## config.mk

```make
export PLATFORM = sky130hd
export DESIGN_NAME = mem_map_dec
export DESIGN_NICKNAME = d
export VERILOG_FILES = /design/src/rtl/mmd_pkg.sv /design/src/rtl/mmd_decode.sv /design/src/rtl/mmd_regs.sv /design/src/rtl/mmd_rmux.sv /design/src/rtl/mem_map_dec.sv
export SDC_FILE = /design/constraint.sdc
export NUM_CORES = 1
export LEC_CHECK = 0
export ABC_AREA = 1
export BUFFER_PORTS_ARGS = -buffer_cell sky130_fd_sc_hd__buf_2
export CORE_ASPECT_RATIO = 1.25
export CORE_UTILIZATION = 40
export DETAILED_ROUTE_END_ITERATION = 7
export GPL_TIMING_DRIVEN = 1
export PLACE_DENSITY = 0.85
export SYNTH_ARGS = -nofsm -noshare
export SYNTH_HDL_FRONTEND = slang
export SYNTH_SLANG_ARGS = --single-unit
```

## constraint.sdc

```tcl
create_clock -name clk_i -period 4.68 [get_ports clk_i]
set_input_delay 0.468 -clock clk_i [delete_from_list [all_inputs] [get_ports clk_i]]
set_output_delay 0.468 -clock clk_i [all_outputs]
set_load 0.01 [all_outputs]
```

## src/rtl/mmd_pkg.sv

```systemverilog
package mmd_pkg;
  typedef enum logic [3:0] {
    RG_NONE, RG_ROM, RG_RAM, RG_VRAM, RG_PIO, RG_TMR, RG_STAT, RG_EXT, RG_DIF
  } region_e;

  localparam logic [11:0] STAT_OFS = 12'h008;
  localparam logic [7:0]  SCROLL_PAGE = 8'hE2;
endpackage

```

## src/rtl/mmd_decode.sv

```systemverilog
module mmd_decode
  import mmd_pkg::*;
#(
  parameter int AW = 16
) (
  input  logic [AW-1:0] addr_i,
  input  logic          swap_i,
  output region_e       region_o,
  output logic          scroll_win_o
);
  logic [3:0]  blk;
  logic [11:0] ofs;
  assign blk = addr_i[AW-1 -: 4];
  assign ofs = addr_i[11:0];

  always_comb begin
    region_o = RG_NONE;
    unique case (blk)
      4'h0: region_o = swap_i ? RG_RAM : RG_ROM;
      4'hC: region_o = swap_i ? RG_ROM : RG_RAM;
      4'hD: region_o = ofs[11] ? RG_NONE : RG_VRAM;
      4'hE: begin
        if (ofs[11])                region_o = RG_EXT;
        else if (ofs[10:3] == '0)   region_o = ofs[2] ? RG_TMR : RG_PIO;
        else if (ofs == STAT_OFS)   region_o = RG_STAT;
        else                        region_o = RG_NONE;
      end
      4'hF: region_o = ofs[11] ? RG_NONE : RG_DIF;
      default: region_o = RG_RAM;
    endcase
  end

  assign scroll_win_o = (addr_i[AW-1 -: 8] == SCROLL_PAGE);
endmodule

```

## src/rtl/mmd_regs.sv

```systemverilog
module mmd_regs #(
  parameter int SW = 8
) (
  input  logic          clk_i,
  input  logic          rst_ni,
  input  logic          swap_set_i,
  input  logic          swap_clr_i,
  input  logic          rd_i,
  input  logic          scroll_win_i,
  input  logic [SW-1:0] addr_lo_i,
  output logic          swap_o,
  output logic [SW-1:0] scroll_o
);
  always_ff @(posedge clk_i or negedge rst_ni) begin
    if (!rst_ni)          swap_o <= 1'b0;
    else if (swap_set_i)  swap_o <= 1'b1;
    else if (swap_clr_i)  swap_o <= 1'b0;
  end

  // scroll offset comes from the address of the read, not the data
  always_ff @(posedge clk_i or negedge rst_ni) begin
    if (!rst_ni)                   scroll_o <= '0;
    else if (rd_i && scroll_win_i) scroll_o <= addr_lo_i;
  end
endmodule

```

## src/rtl/mmd_rmux.sv

```systemverilog
module mmd_rmux
  import mmd_pkg::*;
#(
  parameter int          DW   = 8,
  parameter logic [DW-1:0] FILL = '1
) (
  input  region_e       region_i,
  input  logic          rd_i,
  input  logic          hblank_i,
  input  logic          tempo_i,
  input  logic [DW-1:0] rom_i,
  input  logic [DW-1:0] ram_i,
  input  logic [DW-1:0] vram_i,
  input  logic [DW-1:0] pio_i,
  input  logic [DW-1:0] tmr_i,
  input  logic [DW-1:0] ext_i,
  input  logic [DW-1:0] dif_i,
  output logic [DW-1:0] rdata_o
);
  logic [DW-1:0] stat;
  assign stat = {hblank_i, {(DW-2){1'b1}}, tempo_i};

  always_comb begin
    rdata_o = '0;
    if (rd_i) begin
      unique case (region_i)
        RG_ROM:  rdata_o = rom_i;
        RG_RAM:  rdata_o = ram_i;
        RG_VRAM: rdata_o = vram_i;
        RG_PIO:  rdata_o = pio_i;
        RG_TMR:  rdata_o = tmr_i;
        RG_STAT: rdata_o = stat;
        RG_EXT:  rdata_o = ext_i;
        RG_DIF:  rdata_o = dif_i;
        default: rdata_o = FILL;
      endcase
    end
  end
endmodule

```

## src/rtl/mem_map_dec.sv

```systemverilog
module mem_map_dec
  import mmd_pkg::*;
#(
  parameter int AW      = 16,
  parameter int DW      = 8,
  parameter int ROM_AW  = 12,
  parameter int VRAM_AW = 11,
  parameter int EXT_AW  = 11,
  parameter int DIF_AW  = 11
) (
  input  logic               clk_i,
  input  logic               rst_ni,
  input  logic [AW-1:0]      addr_i,
  input  logic [DW-1:0]      wdata_i,
  input  logic               rd_i,
  input  logic               wr_i,
  output logic [DW-1:0]      rdata_o,
  input  logic               swap_set_i,
  input  logic               swap_clr_i,
  input  logic               drq_i,
  input  logic               hblank_i,
  input  logic               tempo_i,
  output logic [DW-1:0]      mem_wdata_o,
  output logic               rom_cs_o,
  output logic [ROM_AW-1:0]  rom_addr_o,
  input  logic [DW-1:0]      rom_rdata_i,
  output logic               ram_cs_o,
  output logic               ram_we_o,
  output logic [AW-1:0]      ram_addr_o,
  input  logic [DW-1:0]      ram_rdata_i,
  output logic               vram_cs_o,
  output logic               vram_we_o,
  output logic [VRAM_AW-1:0] vram_addr_o,
  input  logic [DW-1:0]      vram_rdata_i,
  output logic               pio_cs_o,
  output logic               tmr_cs_o,
  output logic               io_wr_o,
  output logic [1:0]         io_reg_o,
  input  logic [DW-1:0]      pio_rdata_i,
  input  logic [DW-1:0]      tmr_rdata_i,
  output logic               ext_cs_o,
  output logic [EXT_AW-1:0]  ext_addr_o,
  input  logic [DW-1:0]      ext_rdata_i,
  output logic               dif_cs_o,
  output logic [DIF_AW-1:0]  dif_addr_o,
  input  logic [DW-1:0]      dif_rdata_i,
  output logic               swap_o,
  output logic [7:0]         scroll_o
);
  localparam int DIF_WIN = DIF_AW - 1;
  localparam logic [3:0] HI_PAGE = 4'hC;

  region_e region;
  logic    scroll_win;
  logic    acc;

  mmd_decode #(.AW(AW)) u_dec (
    .addr_i       (addr_i),
    .swap_i       (swap_o),
    .region_o     (region),
    .scroll_win_o (scroll_win)
  );

  mmd_regs #(.SW(8)) u_regs (
    .clk_i        (clk_i),
    .rst_ni       (rst_ni),
    .swap_set_i   (swap_set_i),
    .swap_clr_i   (swap_clr_i),
    .rd_i         (rd_i),
    .scroll_win_i (scroll_win),
    .addr_lo_i    (addr_i[7:0]),
    .swap_o       (swap_o),
    .scroll_o     (scroll_o)
  );

  mmd_rmux #(.DW(DW)) u_rmux (
    .region_i (region),
    .rd_i     (rd_i),
    .hblank_i (hblank_i),
    .tempo_i  (tempo_i),
    .rom_i    (rom_rdata_i),
    .ram_i    (ram_rdata_i),
    .vram_i   (vram_rdata_i),
    .pio_i    (pio_rdata_i),
    .tmr_i    (tmr_rdata_i),
    .ext_i    (ext_rdata_i),
    .dif_i    (dif_rdata_i),
    .rdata_o  (rdata_o)
  );

  assign acc = rd_i | wr_i;

  // read-only regions select on reads only; writes there vanish
  assign rom_cs_o  = rd_i && region == RG_ROM;
  assign ext_cs_o  = rd_i && region == RG_EXT;
  assign dif_cs_o  = rd_i && region == RG_DIF;

  assign ram_cs_o  = acc  && region == RG_RAM;
  assign ram_we_o  = wr_i && region == RG_RAM;
  assign vram_cs_o = acc  && region == RG_VRAM;
  assign vram_we_o = wr_i && region == RG_VRAM;
  assign pio_cs_o  = acc  && region == RG_PIO;
  assign tmr_cs_o  = acc  && region == RG_TMR;
  assign io_wr_o   = wr_i && (region == RG_PIO || region == RG_TMR);
  assign io_reg_o  = addr_i[1:0];

  assign mem_wdata_o = wr_i ? wdata_i : '0;

  assign rom_addr_o  = addr_i[ROM_AW-1:0];
  assign ram_addr_o  = (addr_i[AW-1 -: 4] == 4'h0) ?
                       {HI_PAGE, addr_i[AW-5:0]} : addr_i;
  assign vram_addr_o = addr_i[VRAM_AW-1:0];
  assign ext_addr_o  = addr_i[EXT_AW-1:0];
  assign dif_addr_o  = {drq_i, addr_i[DIF_WIN-1:0]};
endmodule

```

Yosys cells after proc, flatten, opt, wreduce, memory -nomap -nowiden
Index checks and enable logic that the tools add are counted.
{"block": "totals", "reg_bits": 9, "word_cells": 47, "inputBits": 89, "out_inout_bits": 98}
{"block": "op_classes", "n_eq_ne": 14, "muxes": 15, "reduce_logical": 15, "bitwise": 1}
{"cell": "$pmux 8 s8", "n": 1}
{"cell": "$eq 4x4->1 const B", "n": 5}
{"cell": "$pmux 4 s5", "n": 1}
{"cell": "$eq 4x3->1 const B", "n": 4}
{"cell": "$mux 16", "n": 1}
{"cell": "$mux 8", "n": 2}
{"cell": "$eq 12x4->1 const B", "n": 1}
{"cell": "$mux 4", "n": 3}
{"cell": "$logic_and 1x1->1", "n": 11}
{"cell": "$eq 4x2->1 const B", "n": 2}
{"cell": "$eq 8x8->1 const B", "n": 1}
{"cell": "$logic_not 8->1", "n": 1}
{"cell": "$mux 2", "n": 3}
{"cell": "$eq 4x1->1 const B", "n": 1}
{"cell": "$logic_not 4->1", "n": 1}
{"cell": "$mux 1", "n": 3}
{"cell": "$mux 3", "n": 1}
{"cell": "$reduce_bool 2->1", "n": 1}
{"cell": "$logic_or 1x1->1", "n": 1}
{"cell": "$or 1x1->1", "n": 1}

Longest topological paths before layout
Gate-level depths: netlist (run 1).
{"block": "logic_depth", "ltp_word": 8, "ltp_mapped": 15}

Hierarchy
Synthesis (run 1) repeated with hierarchy kept, for this count alone.
{"block": "unflattened", "hier_cells": 343, "hier_area_um2": 1960.6}
{"mod": "mem_map_dec", "n_inst": 1, "cells_each": 114, "area_each_um2": 686.9, "seq_area_each_um2": 0.0}
{"mod": "mmd_rmux", "n_inst": 1, "cells_each": 141, "area_each_um2": 650.6, "seq_area_each_um2": 0.0}
{"mod": "mmd_regs", "n_inst": 1, "cells_each": 38, "area_each_um2": 379.1, "seq_area_each_um2": 225.2}
{"mod": "mmd_decode", "n_inst": 1, "cells_each": 50, "area_each_um2": 244.0, "seq_area_each_um2": 0.0}

Worst setup path before layout (run 1)
OpenSTA, ideal clock, no wires.
{"block": "synth_timing", "kind": "in2out", "start": "input port addr_i[6]", "end": "output port rdata_o[6]", "cell_stages": 10, "t_required_ns": 4.212, "n_path_buf": 1, "path_slack_ns": 2.511, "t_arrival_ns": 1.701, "path_cell_list": "nor2_1 -> nand2_1 -> nor2_1 -> nand2_2 -> a21oi_4 -> buf_2 -> nand3_1 -> nor2_1 -> nor2_1 -> a21oi_2"}
{"block": "synth_between", "elab_chain_len": 8}
{"element": "start, declared", "line_no": "mem_map_dec.sv:13", "rtl": "input logic [AW-1:0] addr_i,"}
{"element": "$eq 12x4->1", "line_no": "mmd_decode.sv:25", "rtl": "else if (ofs == STAT_OFS) region_o = RG_STAT;"}
{"element": "$mux 3", "line_no": "mmd_decode.sv:25"}
{"element": "$mux 4 *", "line_no": "mmd_decode.sv:24", "rtl": "else if (ofs[10:3] == '0) region_o = ofs[2] ? RG_TMR : RG_PIO;"}
{"element": "$mux 4 *", "line_no": "mmd_decode.sv:23", "rtl": "if (ofs[11]) region_o = RG_EXT;"}
{"element": "$pmux 4 s5 *", "line_no": "mmd_decode.sv:18", "rtl": "unique case (blk)"}
{"element": "$eq 4x4->1 (tied with other cells)", "line_no": "mmd_rmux.sv:26", "rtl": "unique case (region_i)"}
{"element": "$pmux 8 s8 *", "line_no": "mmd_rmux.sv:26"}
{"element": "$mux 8 *", "line_no": "mmd_rmux.sv:25", "rtl": "if (rd_i) begin"}
{"element": "end, declared", "line_no": "mem_map_dec.sv:17", "rtl": "output logic [DW-1:0] rdata_o,"}
Mark *: on every way between the ends. The rest lies on a longest branch, timed or not.

Final worst setup path (run 1)
{"block": "layout_timing", "start": "input port addr_i[4]", "end": "output port rdata_o[1]"}
Same word-level chain as after synthesis.

==> qor.csv, run 1 <==
metric,value,unit
worstHoldPathType,primary input to asynchronous set/reset pin,
regArea,225,um2
die_x,66.3,um
cts_tree,done,
cts.path.max_buffers,2,
diodes,0,
multi_input_area,1190,um2
placed_cell_area,2540,um2
synth_commonest_cells,"nand2_1, buf_4, nor2_1",
holdBufCountCts,0,
hold_viol,0,
worst_clock_skew,0,ns
vdd_drop_max,0.271,mV
antenna_found_initial,0,
path_class,primary input to primary output,
synth_edf_count,0,
start_kind,primary input,
cts_max_level,1,
critPathMaxFanout,27,
fp.dieH,82.4,um
vias,2365,
fp.dieArea,5460,um2
ant_nets,0,
powerDensity,145,nW/um2
post-route-min-period,2.91,ns
syn2layout_area_growth,24.9,%
port_buffers,184,
grt_max_degree,28,
setup_violations,0,
worstPathCellList,"buf_2, nor2_1, nand2_1, nor2_1, nand2_2, a21oi_4, nand2_1, nand2_1, nor2_1, nand3_1, nand2_1, inv_1, buf_2",
synth_top_area_share,22.2,%
io-pin-count,187,
finalSetupTns,0,ns
place_hpwl,4990,um
synth_cells,315,
rows,28,
drt-total-wl,5970,um
cp.arrival,2.44,ns
avgSynthCellArea,6.56,um2
ctsResizeCount,0,
outcome,"finished, final reports clean",
async_reset_ff_share,100,%
num-nets-final,524,
synthFlopType,dfrtp_1,
final_cell_area,2580,um2
ctsRootBufferMaster,clkbuf_8,
crit_family,simple AND/OR/NAND/NOR gates,
synth_most_common_cell,nand2_1,
first_pass_iters,4,
drt_first_iter_violations,114,
finalMaxSlewViolations,0,
drc,0,
path_common_cell,nand2_1,
yosys.area.top_type,buf_4,
grt_setup_unrepaired,false,
post-place-cells,490,
synth-seq-area-share,10.9,%
p_leak,1.70,nW
synth_area_leaders,"buf_4, nand2_1, dfrtp_1",
worstPathRequired,4.21,ns
slowest_delay,0.60,ns
num-fill-cells,473,
insertion_delay,0.23,ns
syn_nets,404,
synth-seq-cells,9,
period_share,62.2,%
slew_headroom,51.9,%
grt-ovfl-total,0,
post-cts-setup-buffers,0,
critPathSlowestCell,a21oi_4,
yosys_warnings,0,
cts.sinks,9,
worst_pin_slew,0.720,ns
wire_per_inst,12.1,um
maxCapViolCount,0,
endpoint_kind,primary output,
stdcell_count,494,
gp_congestion,0.883,
clkTransAtPathRegs,0.05,ns
fin_hold_ws,0.0780,ns
grt_pass1_vias,2068,
final_util,53.4,%
numCtsBuffers,3,
core-area,4830,um2
yosysUniqueCellTypes,30,
crit_buf_inv,3,
floorplan.initialDensity,42.8,%
grt_pass1_wl,8910,um
layout-drive-gt1-share,55.8,%
fmax,344,MHz
syn-cell-area,2070,um2
vias_per_cell,4.79,
grt_util_all_layers,20.5,%
layout make-up:
class	instances	area share, %
timing repair buffer	184	35.7
inverter	33	4.89
clock buffer	4	1.74
tap	60	2.91
sequential	9	8.72
multi-input combinational	204	46.1
per-layer routing:
layer | routed length (um) | track usage, % | up-vias
li1 | - | - | 1179
met4 | 36 | 4.68 | 0
met2 | 3120 | 40.9 | 122
met3 | 422 | 2.61 | 6
met5 | 0 | 0 | -
met1 | 2400 | 22.6 | 1058
power breakdown:
| part | switching [mW] | internal [mW] | total (mW) |
|---|---|---|---|
| Clock | 0.0306 | 0.0594 | 0.0899 |
| Combinational | 0.117 | 0.0822 | 0.200 |
| Sequential | 0.00231 | 0.0819 | 0.0843 |
| Total | 0.150 | 0.223 | 0.374 |
through the flow:
| step | setup slack [ns] | power (mW) |
|---|---|---|
| 6_report | 1.77 | 0.374 |
| 5_1_grt | 1.57 | 0.400 |
| 4_1_cts | 1.81 | 0.375 |
| 3_5_place_dp | 1.79 | 0.285 |
| 3_3_place_gp | 1.87 | 0.281 |
| 2_1_floorplan | 2.51 | 0.223 |
kinds of logic after synthesis:
| logic type | after synthesis | synth area share (%) |
|---|---|---|
| AOI/OAI and AO/OA | 7 | 4.00 |
| DFF | 9 | 10.9 |
| buffers and inverters | 102 | 31.5 |
| and+or+nand+nor | 189 | 49.2 |
| muxes | 8 | 4.36 |
state kept, by name, indices dropped and copies added, names as in the netlist:
| register | flops |
|---|---|
| u_regs.scroll_o | 8 |
| u_regs.swap_o | 1 |
path summary, 6_finish.rpt:
check / startpoint / end / slack, ns / depth (start not counted)
max: addr_i[4] / rdata_o[1] / 1.77 / 13
min: rst_ni / u_regs.scroll_o[1] / 0.08 / 1
max reg2reg: u_regs.scroll_o[4] / u_regs.scroll_o[4] / 3.92 / 1
min reg2reg: u_regs.scroll_o[6] / u_regs.scroll_o[6] / 0.50 / 1
max in group asynchronous: rst_ni / u_regs.scroll_o[4] / 4.42 / 1
min in group clk_i: swap_clr_i / u_regs.swap_o / 0.42 / 2
placed cells by master (no fill, tap or decap):
cell type and count:
nand2_4 3, clkbuf_8 3, nor4_1 4, inv_4 1, nand3_1 32, inv_1 26, nor3_1 1, nand2_1 73
o21bai_1 1, nor2_1 35, o21ai_2 2, clkinv_1 1, inv_2 5, nand3_2 13, clkbuf_1 1, a21oi_4 3
nor2_8 3, buf_2 184, nand2_2 6, nor2_2 6, mux2_2 8, nand4_1 9, nand3_4 2, nand2_8 1
dfrtp_1 9, nor2_4 1, a21oi_2 1
(Power assumes the default switching activity.)
==> run 2, diff against run 1 <==
CORE_UTILIZATION = 39   (was 40)
PLACE_DENSITY = 0.83   (was 0.85)
clock period = 2.7 ns   (was 4.68 ns; I/O delays follow)
==> qor.csv, run 2 (same netlist as run 1, synthesis figures left out) <==
metric,value,unit,change
outcome,"finished, final reports clean",,unchanged
stdcell_count,498,,was 494
numCtsBuffers,3,,unchanged
grt_pass1_vias,2090,,was 2068
period_share,87.5,%,
holdBufCountCts,1,,was 0
floorplan.initialDensity,40.7,%,was 42.8%
port_buffers,184,,unchanged
grt_util_all_layers,20.2,%,was 20.5%
vias,2334,,was 2365
setup_slack,0.337,ns,was 1.77 ns
largest-register,u_regs.scroll_o,,unchanged
layout_commonest_cell,buf_2,,unchanged
final_cell_area,2620,um2,was 2580 um2
place_hpwl,4890,um,was 4990 um
vias_per_cell,4.69,,was 4.79
grt_pass1_wl,9080,um,was 8910 um
path_class,flip-flop to primary output,,was primary input to primary output
post-route-min-period,2.36,ns,
maxCapViolCount,0,,unchanged
p_leak,1.72,nW,was 1.70 nW
grt_setup_unrepaired,false,,unchanged
reg.largest.list,"u_regs.scroll_o (8), u_regs.swap_o (1)",,unchanged
p_seq_share,22.8,%,was 22.5%
wire_per_inst,11.7,um,was 12.1 um
layout-drive-gt1-share,55.7,%,was 55.8%
antenna_found_initial,0,,unchanged
clkTransAtPathRegs,0.04,ns,was 0.05 ns
diodes,0,,unchanged
io-pin-count,187,,unchanged
fp.dieH,83.4,um,was 82.4 um
finalSetupTns,0,ns,unchanged
gp_congestion,0.816,,was 0.883
vdd_drop_max,0.285,mV,was 0.271 mV
layout_common_cells,"buf_2, nand2_1, nor2_1",,unchanged
worstHoldPathType,primary input to flip-flop,,was primary input to asynchronous set/reset pin
final_util,51.5,%,was 53.4%
worst_pin_slew,0.433,ns,was 0.720 ns
dp_slack,0.438,ns,was 1.79 ns
hold_viol,0,,unchanged
setup_violations,0,,unchanged
critPathMaxFanout,17,,was 27
cts_tree,done,,unchanged
grt-ovfl-total,0,,unchanged
worstPathRequired,2.43,ns,was 4.21 ns
rows,29,,was 28
switchingPower,0.254,mW,was 0.150 mW
cp.arrival,2.09,ns,was 2.44 ns
drt_first_iter_violations,75,,was 114
largest_reg_flops,8,,unchanged
post-cts-setup-buffers,0,,unchanged
post-place-cells,493,,was 490
p_clk_share,23.5,%,was 24.1%
core-area,5080,um2,was 4830 um2
cts_max_level,1,,unchanged
ant_nets,0,,unchanged
die_x,67.1,um,was 66.3 um
cts.path.max_buffers,2,,unchanged
ctsResizeCount,0,,unchanged
slew_headroom,71.0,%,was 51.9%
insertion_delay,0.23,ns,about the same
fp.dieArea,5600,um2,was 5460 um2
endpoint_kind,primary output,,unchanged
drt-total-wl,5800,um,was 5970 um
powerDensity,246,nW/um2,was 145 nW/um2
first_pass_iters,4,,unchanged
p_comb_share,53.7,%,was 53.4%
swShare,39.5,%,was 40.2%
worst_clock_skew,0,ns,unchanged
syn2layout_area_growth,26.5,%,was 24.9%
intPower,0.389,mW,was 0.223 mW
start_kind,flip-flop,,was primary input
ctsRootBufferMaster,clkbuf_8,,unchanged
placed_cell_area,2560,um2,was 2540 um2
num-nets-final,526,,was 524
cts.sinks,9,,unchanged
drc,0,,unchanged
finalMaxSlewViolations,0,,unchanged
fmax,423,MHz,
grt_max_degree,18,,was 28
[run 2: power by group through the flow]
stage | clock network (mW) | registers [mW] | logic (mW)
3_5_place_dp | 0 | 0.148 | 0.345
2_1_floorplan | 0 | 0.151 | 0.235
5_1_grt | 0.165 | 0.147 | 0.379
3_3_place_gp | 0 | 0.147 | 0.341
4_1_cts | 0.156 | 0.146 | 0.348
6_report | 0.151 | 0.146 | 0.345
[run 2: through the flow]
step / hold slack, ns / power (mW)
floorplan: -0.0256 / 0.386
global placement: 0.127 / 0.488
detailed placement: 0.127 / 0.493
CTS: 0.227 / 0.650
global route: 0.236 / 0.692
finish: 0.230 / 0.643
[run 2: worst paths after layout]
| path | startpoint | endpoint | slack, ns | cells past startpoint |
|---|---|---|---|---|
| min in group asynchronous | rst_ni | u_regs.scroll_o[5] | 0.43 | 2 |
| worst max-delay path | u_regs.swap_o | rdata_o[3] | 0.34 | 14 |
| max in group asynchronous | rst_ni | u_regs.swap_o | 2.09 | 2 |
| worst min register to register | u_regs.scroll_o[2] | u_regs.scroll_o[2] | 0.50 | 1 |
| worst max register to register | u_regs.scroll_o[7] | u_regs.scroll_o[7] | 1.94 | 1 |
| worst min-delay path | swap_clr_i | u_regs.swap_o | 0.23 | 2 |
[run 2: area by class of cell]
cell class	count	area, um2
tap	62	77.6
sequential	9	225
fill	501	2460
inverter	33	126
multi-input combinational	204	1190
timing repair buffer	186	951
clock buffer	4	45.0
[run 2: critical path, cell delays in order, from the launching register on]
cell     delay [ns]
dfrtp_1        0.40
inv_1          0.10
nand3_2        0.09
nand2_1        0.08
inv_2          0.06
nor2_8         0.16
nand2_8        0.13
nor2_8         0.29
nand3_1        0.11
nand2_1        0.08
nor2_1         0.05
nand3_1        0.07
nand2_1        0.05
inv_1          0.07
buf_2          0.12
[run 2: routing by layer]
layer	part of all wire (%)	global-route usage, %
met1	40	23.5
met2	51	36.8
met3	6.2	1.24
met4	2.1	7.54
met5	0	0
